### src/rtl/cwpk_pkg.sv
// Shared definitions for the codeword byte packer.
// Assumes 8-bit output bytes, so a partial byte holds at most 7 bits.
package cwpk_pkg;
    localparam int RES_W  = 7;   // widest partial byte
    localparam int RCNT_W = 3;   // bits to count a partial byte

    // Context operation chosen for the current cycle
    typedef enum logic [1:0] {
        OP_NONE = 2'd0,
        OP_SAVE = 2'd1,
        OP_LOAD = 2'd2,
        OP_SWAP = 2'd3
    } ctx_op_e;
endpackage

### src/rtl/cwpk_mask.sv
// Keeps the low `len` bits of a right-aligned value and clears the rest.
// Assumes len never exceeds W; LW must be wide enough to hold W.
module cwpk_mask #(
    parameter int W  = 32,
    parameter int LW = 6
) (
    input  logic [W-1:0]  raw,
    input  logic [LW-1:0] len,
    output logic [W-1:0]  kept
);
    // one gate per bit: a bit survives when its index is below len
    for (genvar i = 0; i < W; i++) begin : g_bit
        assign kept[i] = raw[i] & (len > LW'(i));
    end
endmodule

### src/rtl/cwpk_merge.sv
// Next-state logic of the packer accumulator.
// Pending bits are kept left-aligned in acc_q, and every bit below them is
// zero. A byte pop shifts first, then a codeword is appended right after
// the remaining bits, then flush rounds the count up to a byte boundary.
// A context operation replaces all of that.
// Assumes the caller only asserts take when cnt (after pop) + len <= ACC_W.
module cwpk_merge
    import cwpk_pkg::*;
#(
    parameter int ACC_W   = 40,
    parameter int MAX_LEN = 32,
    parameter int CW      = 6,
    parameter int LW      = 6
) (
    input  logic [ACC_W-1:0]   acc_q,
    input  logic [CW-1:0]      cnt_q,
    input  logic               pop,
    input  logic               take,
    input  logic               flush_go,
    input  logic [MAX_LEN-1:0] cw_kept,
    input  logic [LW-1:0]      cw_len,
    input  ctx_op_e            op,
    input  logic [RES_W-1:0]   ld_bits,
    input  logic [RCNT_W-1:0]  ld_cnt,
    output logic [ACC_W-1:0]   acc_d,
    output logic [CW-1:0]      cnt_d
);
    localparam int PAD_W = ACC_W - MAX_LEN;

    logic [ACC_W-1:0] acc_p;
    logic [ACC_W-1:0] cw_ext;
    logic [CW-1:0]    cnt_p;
    logic [CW-1:0]    cnt_a;
    logic [RES_W-1:0] ld_keep;
    int               sh;

    assign cw_ext  = {{PAD_W{1'b0}}, cw_kept};
    // keep only the top ld_cnt bits of the loaded partial byte
    assign ld_keep = ld_bits & ~({RES_W{1'b1}} >> ld_cnt);

    // combine pop, append, padding and context load into the next state
    always_comb begin
        acc_p = pop ? (acc_q << 8) : acc_q;
        cnt_p = pop ? (cnt_q - CW'(8)) : cnt_q;
        sh    = ACC_W - int'(cnt_p) - int'(cw_len);
        acc_d = acc_p;
        cnt_a = cnt_p;
        if (take) begin
            acc_d = acc_p | (cw_ext << sh);
            cnt_a = cnt_p + CW'(cw_len);
        end
        cnt_d = flush_go ? ((cnt_a + CW'(7)) & ~CW'(7)) : cnt_a;
        if (op == OP_SAVE) begin
            acc_d = '0;
            cnt_d = '0;
        end else if (op == OP_LOAD || op == OP_SWAP) begin
            acc_d = {ld_keep, {(ACC_W-RES_W){1'b0}}};
            cnt_d = CW'(ld_cnt);
        end
    end
endmodule

### src/rtl/cwpk_state.sv
// Holds the accumulator bits and the pending bit count.
// Assumes a synchronous active-low reset that empties the packer.
module cwpk_state #(
    parameter int ACC_W = 40,
    parameter int CW    = 6
) (
    input  logic             clk,
    input  logic             rst_n,
    input  logic [ACC_W-1:0] acc_d,
    input  logic [CW-1:0]    cnt_d,
    output logic [ACC_W-1:0] acc_q,
    output logic [CW-1:0]    cnt_q
);
    // register the next state, cleared by reset
    always_ff @(posedge clk) begin
        if (!rst_n) begin
            acc_q <= '0;
            cnt_q <= '0;
        end else begin
            acc_q <= acc_d;
            cnt_q <= cnt_d;
        end
    end
endmodule

### src/rtl/cw_byte_packer.sv
// Packs variable-length codewords MSB-first into bytes and lets an outside
// controller swap the partial byte between streams.
// Assumes cw_len is 1..MAX_LEN and ACC_W >= MAX_LEN + 8, so that a codeword
// fits whenever at most one byte is pending.
module cw_byte_packer
    import cwpk_pkg::*;
#(
    parameter int  MAX_LEN = 32,
    parameter int  ACC_W   = 40,
    localparam int LW      = $clog2(MAX_LEN + 1),
    localparam int CW      = $clog2(ACC_W + 8)
) (
    input  logic               clk,
    input  logic               rst_n,
    input  logic               cw_valid,
    output logic               cw_ready,
    input  logic [MAX_LEN-1:0] cw_bits,
    input  logic [LW-1:0]      cw_len,
    input  logic               flush,
    output logic               out_valid,
    input  logic               out_ready,
    output logic [7:0]         out_byte,
    output logic               ctx_idle,
    input  logic               ctx_save,
    input  logic               ctx_load,
    input  logic [RES_W-1:0]   ctx_in_bits,
    input  logic [RCNT_W-1:0]  ctx_in_cnt,
    output logic [RES_W-1:0]   ctx_out_bits,
    output logic [RCNT_W-1:0]  ctx_out_cnt
);
    localparam int ROOM = ACC_W - MAX_LEN;

    logic [ACC_W-1:0]   acc_q;
    logic [ACC_W-1:0]   acc_d;
    logic [CW-1:0]      cnt_q;
    logic [CW-1:0]      cnt_d;
    logic [MAX_LEN-1:0] cw_kept;
    logic               ctx_req;
    logic               take;
    logic               pop;
    logic               flush_go;
    ctx_op_e            op;

    assign ctx_idle     = cnt_q < CW'(8);
    assign ctx_req      = ctx_save | ctx_load;
    assign out_valid    = !ctx_idle;
    assign out_byte     = acc_q[ACC_W-1 -: 8];
    assign cw_ready     = (cnt_q <= CW'(ROOM)) && !ctx_req;
    assign take         = cw_valid & cw_ready;
    assign pop          = out_valid & out_ready;
    assign flush_go     = flush & !ctx_req;
    assign ctx_out_bits = acc_q[ACC_W-1 -: RES_W];
    assign ctx_out_cnt  = cnt_q[RCNT_W-1:0];

    // decode the context request, honoured only when no full byte is pending
    always_comb begin
        op = OP_NONE;
        if (ctx_idle) begin
            if (ctx_save && ctx_load) op = OP_SWAP;
            else if (ctx_save)        op = OP_SAVE;
            else if (ctx_load)        op = OP_LOAD;
        end
    end

    cwpk_mask #(.W(MAX_LEN), .LW(LW)) u_mask (
        .raw  (cw_bits),
        .len  (cw_len),
        .kept (cw_kept)
    );

    cwpk_merge #(.ACC_W(ACC_W), .MAX_LEN(MAX_LEN), .CW(CW), .LW(LW)) u_merge (
        .acc_q    (acc_q),
        .cnt_q    (cnt_q),
        .pop      (pop),
        .take     (take),
        .flush_go (flush_go),
        .cw_kept  (cw_kept),
        .cw_len   (cw_len),
        .op       (op),
        .ld_bits  (ctx_in_bits),
        .ld_cnt   (ctx_in_cnt),
        .acc_d    (acc_d),
        .cnt_d    (cnt_d)
    );

    cwpk_state #(.ACC_W(ACC_W), .CW(CW)) u_state (
        .clk   (clk),
        .rst_n (rst_n),
        .acc_d (acc_d),
        .cnt_d (cnt_d),
        .acc_q (acc_q),
        .cnt_q (cnt_q)
    );
endmodule

### config.mk
export PLATFORM = sky130hd
export DESIGN_NAME = cw_byte_packer
export DESIGN_NICKNAME = d
export VERILOG_FILES = /design/src/rtl/cwpk_pkg.sv /design/src/rtl/cwpk_mask.sv /design/src/rtl/cwpk_merge.sv /design/src/rtl/cwpk_state.sv /design/src/rtl/cw_byte_packer.sv
export SDC_FILE = /design/constraint.sdc
export NUM_CORES = 1
export LEC_CHECK = 0
export BUFFER_PORTS_ARGS = -buffer_cell sky130_fd_sc_hd__buf_2
export CORE_ASPECT_RATIO = 0.9
export CORE_UTILIZATION = 65
export CTS_CLUSTER_SIZE = 28
export DETAILED_ROUTE_END_ITERATION = 10
export MAX_ROUTING_LAYER = met4
export PLACE_DENSITY = 0.89
export SYNTH_ARGS = -nofsm -noshare
export SYNTH_HDL_FRONTEND = slang
export SYNTH_HIERARCHICAL = 1
export SYNTH_SLANG_ARGS = --single-unit
### constraint.sdc
create_clock -name clk -period 5.55 [get_ports clk]
set_clock_uncertainty 0.15 [all_clocks]
set_input_delay 0.555 -clock clk [delete_from_list [all_inputs] [get_ports clk]]
set_output_delay 0.555 -clock clk [all_outputs]
set_load 0.005 [all_outputs]
==> results of run 1 <==
-- cell usage in the layout (no fill, tap or decap), types with 24 or more instances in the layout --
master	netlist	routed
mux2i_1	76	76
buf_2	24	75
nand2_1	71	71
a21oi_1	54	54
nor2_1	52	52
and2_2	46	46
dfxtp_1	46	46
mux4_2	26	26
o21ai_0	25	25
nor2b_1	25	24
-- logic make-up (layout without fill, tap and decap cells) --
| group | count (synthesis) | in the layout | synth area share |
|---|---|---|---|
| multiplexers | 119 | 119 | 0.260 |
| XOR/XNOR | 18 | 18 | 0.0290 |
| buffers and inverters | 85 | 112 | 0.0713 |
| flip-flops | 46 | 46 | 0.151 |
| AO/OA/AOI/OAI | 203 | 203 | 0.225 |
| adder cells (fa/ha/maj) | 15 | 15 | 0.0333 |
| AND/OR/NAND/NOR | 264 | 264 | 0.231 |
-- worst max-delay path: stages (launching register included) --
cell      delay [ps]
dfxtp_1          390
nor3_1           530
nor2b_4          140
xnor2_1          380
o21ai_0          200
xnor2_1          160
ha_1             340
o21a_1           160
or2_2            150
a21boi_0         370
xor2_1           210
nor2_1           720
nand3_2          380
o22ai_1          270
and2_2           180
-- per-layer routing --
metal / part of all wire / wire [um] / vias to the layer above / GRT usage
met5: 0 / 0 / - / -
met4: 0.042 / 796 / 0 / 0.169
met3: 0.094 / 1790 / 75 / 0.0687
met2: 0.46 / 8720 / 359 / 0.629
met1: 0.40 / 7670 / 2952 / 0.500
li1: - / - / 2800 / -
-- sequential cells by signal (all words and copies together), names as in the netlist --
| signal | count |
|---|---|
| u_state/cnt_q | 6 |
| u_state/acc_q | 40 |
-- power breakdown --
group / total [mW] / switching [mW] / internal (mW) / leakage [nW]
Clock: 0.229 / 0.138 / 0.0906 / 0.0408
Sequential: 0.342 / 0.00608 / 0.336 / 0.372
Combinational: 1.30 / 0.808 / 0.495 / 2.19
-- stage by stage --
| stage | setup slack, ps | utilization |
|---|---|---|
| after CTS | 923 | 0.708 |
| after detailed placement | 959 | 0.698 |
| after global placement | 1190 | 0.698 |
| after floorplan | 1720 | - |
| final | 780 | 0.708 |
| after global routing | 508 | 0.708 |
-- cell type report --
| type | instances | area, um2 |
|---|---|---|
| inverters | 19 | 71.3 |
| fillers | 740 | 2660 |
| clock inverters | 3 | 23.8 |
| repair buffers | 85 | 450 |
| flip-flops and latches | 46 | 921 |
| well taps | 122 | 153 |
| clock buffers | 5 | 68.8 |
| multi-input cells | 619 | 4770 |
-- path summary, 6_finish.rpt --
check / endpoint / slack (ps) / cells past startpoint
setup / recovery: u_state/acc_q[28] / 780 / 14
hold / removal: u_state/acc_q[32] / 510 / 3
setup reg to reg: u_state/acc_q[28] / 780 / 14
hold reg to reg: u_state/acc_q[32] / 510 / 3
==> flow_summary.json, run 1 <==
{
  "start_kind": "register",
  "io_buffers": 75,
  "cts_tree": "done",
  "dp_hpwl_mm": 14.3,
  "critPathCaptureType": "register",
  "rsz0062_at_grt": "no",
  "yosys.area.top_type": "dfxtp_1",
  "ios": 76,
  "instances_no_fill": 899,
  "critPathRequiredTime_ps": 5670,
  "drc": 0,
  "synth_cell_type_count": 74,
  "nets": 846,
  "p_leak_nw": 2.60,
  "synthTopCellsByCount": "mux2i_1, nand2_1, a21oi_1, nor2_1",
  "drt-wirelength-per-cell_um": 21.1,
  "dieArea_um2": 9770,
  "synth_area_um2": 6090,
  "grt_pass1_vias": 5681,
  "fin_hold_ws_ps": 514,
  "yosys-top-cells-area": "dfxtp_1, mux2i_1, mux4_2, and2_2, a21oi_1",
  "setup_viol": 0,
  "place.gp.congestion": 1.02,
  "syn_avg_cell_area_um2": 8.12,
  "h-tree-depth": 2,
  "die_y_um": 93.9,
  "grt_usage": 0.396,
  "power.total_mw": 1.87,
  "cap_violations": 0,
  "drive_gt1_frac": 0.257,
  "cts_buffers": 5,
  "wl_mm": 19.0,
  "cts_resized": 0,
  "cp_max_fo": 11,
  "hp-class": "reg -> reg",
  "yosysSeqAreaShare": 0.151,
  "vias": 6186,
  "fin_area_um2": 6460,
  "final_antenna_net_count": 0,
  "grt_overflow_total": 0,
  "grt_max_degree": 47,
  "insertion_delay_ps": 310,
  "power.density_nw_per_um2": 290,
  "cts_root_buffer": "clkbuf_8",
  "tightest_slew_ps": 1030,
  "vdd_drop_max_v": 0.000142,
  "crit_arrival_ps": 4890,
  "cts_setup_buffers": 0,
  "syn-num-nets": 820,
  "startpoint": "u_state/cnt_q[3]",
  "antenna_found_initial": 0,
  "first_pass_iters": 7,
  "synth-edff-count": 0,
  "yosysMostFrequentCell": "mux2i_1",
  "r2r_start": "u_state/cnt_q[3]",
  "status": "finished, final reports clean",
  "dp_cells": 891,
  "hp-start": "u_state/acc_q[32]",
  "fin_setup_tns_ps": 0,
  "ys_seq_elements": 46,
  "clkTransAtPathRegs_ps": 110,
  "hold_violations": 0,
  "fp.dieW_um": 104,
  "hold_buffers": 0,
  "viasPerCell": 6.88,
  "grt_pass1_wl_mm": 29.7,
  "synth_top_cell_area_share": 0.151,
  "finalMaxSlewViolations": 0,
  "clockBufferDepth": 2,
  "syn_inst": 750,
  "max_freq_ghz": 0.210,
  "dpl-instance-area_um2": 6370,
  "clock-sinks": 46,
  "final.period_utilization": 0.860,
  "start_util": 0.668,
  "num_rows": 33,
  "synthArstFlopShare": 0,
  "drtIter0Drc": 829,
  "yosysWarnings": 6,
  "path_class": "reg -> reg",
  "min_period_ps": 4770,
  "area_growth_pct": 6.04,
  "antenna_cells": 0,
  "core_area_um2": 9130,
  "timing.slew.headroom": 0.314,
  "synth_top_flop_cell": "dfxtp_1"
}
Power figures use the tool's default switching activity.
==> run 2, diff against run 1 <==
- CORE_MARGIN: unset -> 4
==> run 2 against run 1 <==
Effect of this change: sequential share of layout area is essentially flat; fmax grew 3.0%; critical path depth is the same; count of clock-buffer cells in the layout is the same; via count grew 0.53%; cell area grew 0.12%; sequential cell count is the same; wire length grew 1.4%; combinational power is essentially flat; largest power group unchanged; clock power shrank 5%.
==> flow_summary.json, run 2 (same netlist as run 1, synthesis figures left out) <==
{
  "fillers": 750,
  "viasPerCell": 6.91,
  "clockBufferDepth": 2,
  "insertion_delay_ps": 300,
  "setup_viol": 0,
  "place.gp.congestion": 0.981,
  "drt-wirelength-per-cell_um": 21.4,
  "grt_pass1_wl_mm": 30.4,
  "power.total_mw": 1.86,
  "dp_cells": 892,
  "finalMaxSlewViolations": 0,
  "cap_violations": 0,
  "h-tree-depth": 2,
  "drive_gt1_frac": 0.258,
  "timing.slew.headroom": 0.322,
  "top_regs": "u_state/acc_q x40, u_state/cnt_q x6",
  "status": "finished, final reports clean",
  "max_freq_ghz": 0.216,
  "start_util": 0.668,
  "critPathCaptureType": "register",
  "clkTransAtPathRegs_ps": 100,
  "core_area_um2": 9130,
  "path_class": "reg -> reg",
  "largest_reg_flops": 40,
  "vdd_drop_max_v": 0.000170,
  "die_y_um": 99.9,
  "grt_usage": 0.360,
  "drtIter0Drc": 864,
  "min_period_ps": 4630,
  "tightest_slew_ps": 1010,
  "start_kind": "register",
  "antenna_found_initial": 0,
  "fp.dieW_um": 110,
  "area_growth_pct": 6.16,
  "num_rows": 33,
  "drc": 0,
  "fin_setup_tns_ps": 0,
  "cts_root_buffer": "clkbuf_8",
  "hold_buffers": 0,
  "grt_max_degree": 47,
  "clock-sinks": 46,
  "critPathRequiredTime_ps": 5650,
  "nets": 847,
  "antenna_cells": 0,
  "regMostFlops": "u_state/acc_q",
  "ios": 76,
  "p_leak_nw": 2.61,
  "hp-class": "reg -> reg",
  "wl_mm": 19.2,
  "cts_buffers": 5,
  "hold_violations": 0,
  "dieArea_um2": 11000,
  "grt_pass1_vias": 5740,
  "power.density_nw_per_um2": 288,
  "cts_setup_buffers": 0,
  "dp_hpwl_mm": 14.6,
  "io_buffers": 75,
  "rsz0062_at_grt": "no",
  "cp_max_fo": 11,
  "cts_resized": 0,
  "grt_overflow_total": 0,
  "crit_arrival_ps": 4740,
  "vias": 6219,
  "cts_tree": "done",
  "mostFrequentLayoutCells": "mux2i_1, buf_2, nand2_1",
  "final.period_utilization": 0.835,
  "final_antenna_net_count": 0,
  "final_common_cell": "mux2i_1",
  "first_pass_iters": 6,
  "instances_no_fill": 900
}
## run 2: metrics by stage
step	hold slack [ps]	utilization	instance area [um2]	worst slack, ps
after floorplan	432	-	6090	1720
after global placement	478	0.699	6380	1170
after detailed placement	488	0.699	6380	1080
after CTS	506	0.709	6470	1060
after global routing	530	0.709	6470	525
final	510	0.709	6470	917
## run 2: final cells by class
| class | instances | area [um2] | share of cell area |
|---|---|---|---|
| sequential | 46 | 921 | 0.142 |
| clock buffer | 5 | 68.8 | 0.0106 |
| inverter | 19 | 71.3 | 0.0110 |
| clock inverter | 3 | 23.8 | 0.00368 |
| multi-input combinational | 619 | 4770 | 0.738 |
| timing repair buffer | 86 | 458 | 0.0708 |
| tap | 122 | 153 | 0.0236 |
## run 2: power by group
group	internal [mW]	switching [mW]
combinational	0.498	0.803
sequential	0.336	0.00655
clock	0.0903	0.128
## run 2: path summary, 6_finish.rpt
path / to / slack, ps / startpoint / depth (start not counted)
max reg2reg: u_state/acc_q[18] / 920 / u_state/cnt_q[3] / 14
min: u_state/acc_q[0] / 510 / u_state/acc_q[0] / 3
max: u_state/acc_q[18] / 920 / u_state/cnt_q[3] / 14
min reg2reg: u_state/acc_q[0] / 510 / u_state/acc_q[0] / 3
## run 2: critical path: stages, from the launching register on
cell,delay [ps]
dfxtp_1,390
nor3_1,490
nor2b_4,120
xnor2_1,340
nor2_1,110
xnor2_1,150
ha_1,350
o21a_1,220
or2_2,310
a21boi_0,180
xor2_1,220
nor2_1,690
nand3_2,400
o22ai_1,280
and2_2,170
## run 2: routing by layer
| metal | GRT usage | up-vias | part of all wire |
|---|---|---|---|
| li1 | - | 2817 | - |
| met1 | 0.478 | 2925 | 0.40 |
| met2 | 0.549 | 402 | 0.46 |
| met3 | 0.0817 | 75 | 0.11 |
| met4 | 0.111 | 0 | 0.035 |
| met5 | - | - | 0 |
==> run 3, diff against run 2 <==
- ABC_AREA: unset -> 1
- CORE_UTILIZATION: 65 -> 60
- PLACE_DENSITY: 0.89 -> 0.83
- clock period: 5.55 -> 4.8 ns (I/O delays scaled with it)
==> run 3 against run 2 <==
Effect of this change: register-to-register slack worse by 190 ps; critical path depth is 17 higher; power grew 11%; setup slack got worse by 190 ps; synthesized cell count up 37%; sequential share of layout area increased by 0.32 points; first-iteration DRC count down 27%; die area up 5.3%; final cell count is 32% higher; non-clock buffer count decreased by 1; wire length down 9.9%.
==> flow_summary.json, run 3 <==
{
  "status": "finished, final reports clean",
  "first_pass_iters": 6,
  "path_class": "reg -> reg",
  "syn-num-nets": 1100,
  "max_freq_ghz": 0.246,
  "instances_no_fill": 1190,
  "h-tree-depth": 2,
  "critPathMaxStageDelay_ps": 380,
  "grt_pass1_vias": 6267,
  "ys_seq_elements": 46,
  "critPathCaptureType": "register",
  "tightest_slew_ps": 971,
  "io_buffers": 75,
  "num_rows": 34,
  "cp_max_fo": 23,
  "synthTopCellsByCount": "nand2_1, nand3_1, inv_1, a21oi_1, nor2_1",
  "hp-class": "in -> reg",
  "power.density_nw_per_um2": 326,
  "final_antenna_net_count": 0,
  "top_regs": "u_state/acc_q x40, u_state/cnt_q x6",
  "finalMaxSlewViolations": 0,
  "final_common_cell": "nand2_1",
  "hold_buffers": 0,
  "vdd_drop_max_v": 0.000203,
  "p_leak_nw": 3.30,
  "dp_hpwl_mm": 13.3,
  "mostFrequentLayoutCells": "nand2_1, nand3_1, inv_1",
  "yosysSeqAreaShare": 0.155,
  "syn_inst": 1030,
  "grt_max_degree": 47,
  "wl_mm": 17.3,
  "antenna_found_initial": 0,
  "synth-edff-count": 0,
  "crit_top_cell": "nand2_1",
  "setup_ws_ps": 730,
  "dieArea_um2": 11600,
  "die_y_um": 102,
  "clock-sinks": 46,
  "rsz0062_at_grt": "no",
  "place.gp.congestion": 1.02,
  "syn_avg_cell_area_um2": 5.78,
  "min_period_ps": 4070,
  "yosys-top-cells-area": "nand2_1, nand3_1, dfxtp_1, inv_1, a21oi_1",
  "cp_slowest_cell": "dfxtp_1",
  "cts_root_buffer": "clkbuf_8",
  "core_area_um2": 9660,
  "fp.dieW_um": 113,
  "critPathRequiredTime_ps": 4910,
  "drive_gt1_frac": 0.150,
  "nets": 1134,
  "hold_violations": 0,
  "timing.slew.headroom": 0.349,
  "grt_pass1_wl_mm": 28.9,
  "cts_resized": 0,
  "cts_tree": "done",
  "area_growth_pct": 6.33,
  "drtIter0Drc": 635,
  "dp_slack_ps": 741,
  "largest_reg_flops": 40,
  "drc": 0,
  "cap_violations": 0,
  "grt_overflow_total": 0,
  "setup_viol": 0,
  "drt-wirelength-per-cell_um": 14.6,
  "vias": 6817,
  "clkTransAtPathRegs_ps": 80,
  "clockBufferDepth": 2,
  "synth_top_flop_cell": "dfxtp_1",
  "synth_top_cell_area_share": 0.168,
  "dpl-instance-area_um2": 6210,
  "final.period_utilization": 0.848,
  "crit_arrival_ps": 4180,
  "cts_setup_buffers": 0,
  "yosysWarnings": 6,
  "power.total_mw": 2.06,
  "ios": 76,
  "viasPerCell": 5.73,
  "antenna_cells": 0,
  "synth_cell_type_count": 53,
  "yosys.area.top_type": "nand2_1",
  "dp_cells": 1183,
  "fin_area_um2": 6330,
  "cts_buffers": 5,
  "yosysMostFrequentCell": "nand2_1",
  "synthArstFlopShare": 0,
  "insertion_delay_ps": 300,
  "fillers": 978,
  "start_util": 0.616,
  "start_kind": "register",
  "grt_usage": 0.313,
  "synth_area_um2": 5950,
  "regMostFlops": "u_state/acc_q",
  "fin_setup_tns_ps": 0
}
run 3: cell count changes in the layout (fill, tap and decap cells not counted), sizes merged, moves of 22 or more:
cell,previous run,this run
nand2,71,292
nand3,11,198
inv,20,136
mux2i,76,19
and2,54,2
mux4,29,0
nor2b,25,0
nand4,7,30
nor2,52,74
run 3: cell families after synthesis:
group / count (synthesis) / share of synthesized area
mux: 19 / 0.0320
xor+xnor: 10 / 0.0204
flops: 46 / 0.155
buf+inv: 198 / 0.147
compound gates: 132 / 0.126
simple gates: 610 / 0.485
fa+ha+maj: 15 / 0.0341
run 3: path summary, 6_finish.rpt:
kind,startpoint,end,slack (ps),cells past startpoint
worst max-delay path,u_state/cnt_q[4],u_state/acc_q[31],730,31
worst min-delay path,ctx_in_bits[5],u_state/acc_q[38],360,5
worst max register to register,u_state/cnt_q[4],u_state/acc_q[31],730,31
worst min register to register,u_state/acc_q[7],u_state/acc_q[7],410,4
run 3: critical path, delay by kind of cell, from the launching register on:
family	cells	cell delay, ps
flops	1	380
xor+xnor	1	310
fa+ha+maj	1	330
buf+inv	4	510
compound gates	2	230
simple gates	23	2120
run 3: power by group:
group / total [mW] / leakage, nW / internal (mW) / switching (mW)
registers: 0.398 / 0.372 / 0.390 / 0.00854
logic: 1.37 / 2.88 / 0.415 / 0.952
clock network: 0.297 / 0.0573 / 0.167 / 0.131
total: 2.06 / 3.30 / 0.972 / 1.09
run 3: through the flow:
stage                     utilization  hold WS, ps
after floorplan                     -          373
after global placement          0.643          388
after detailed placement        0.643          395
after CTS                       0.655          352
after global routing            0.655          357
final                           0.655          363
run 3: area by class of cell:
cell class | instances | area [um2] | area share
sequential | 46 | 921 | 0.146
clock inverter | 1 | 30.0 | 0.00475
tap | 126 | 158 | 0.0249
timing repair buffer | 85 | 450 | 0.0712
multi-input combinational | 786 | 4160 | 0.657
inverter | 140 | 526 | 0.0831
clock buffer | 6 | 82.6 | 0.0131
run 3: metal layers:
layer,part of all wire,GRT usage
met4,0.029,0.0952
met3,0.071,0.0444
met1,0.43,0.397
met2,0.47,0.520
met5,0,-
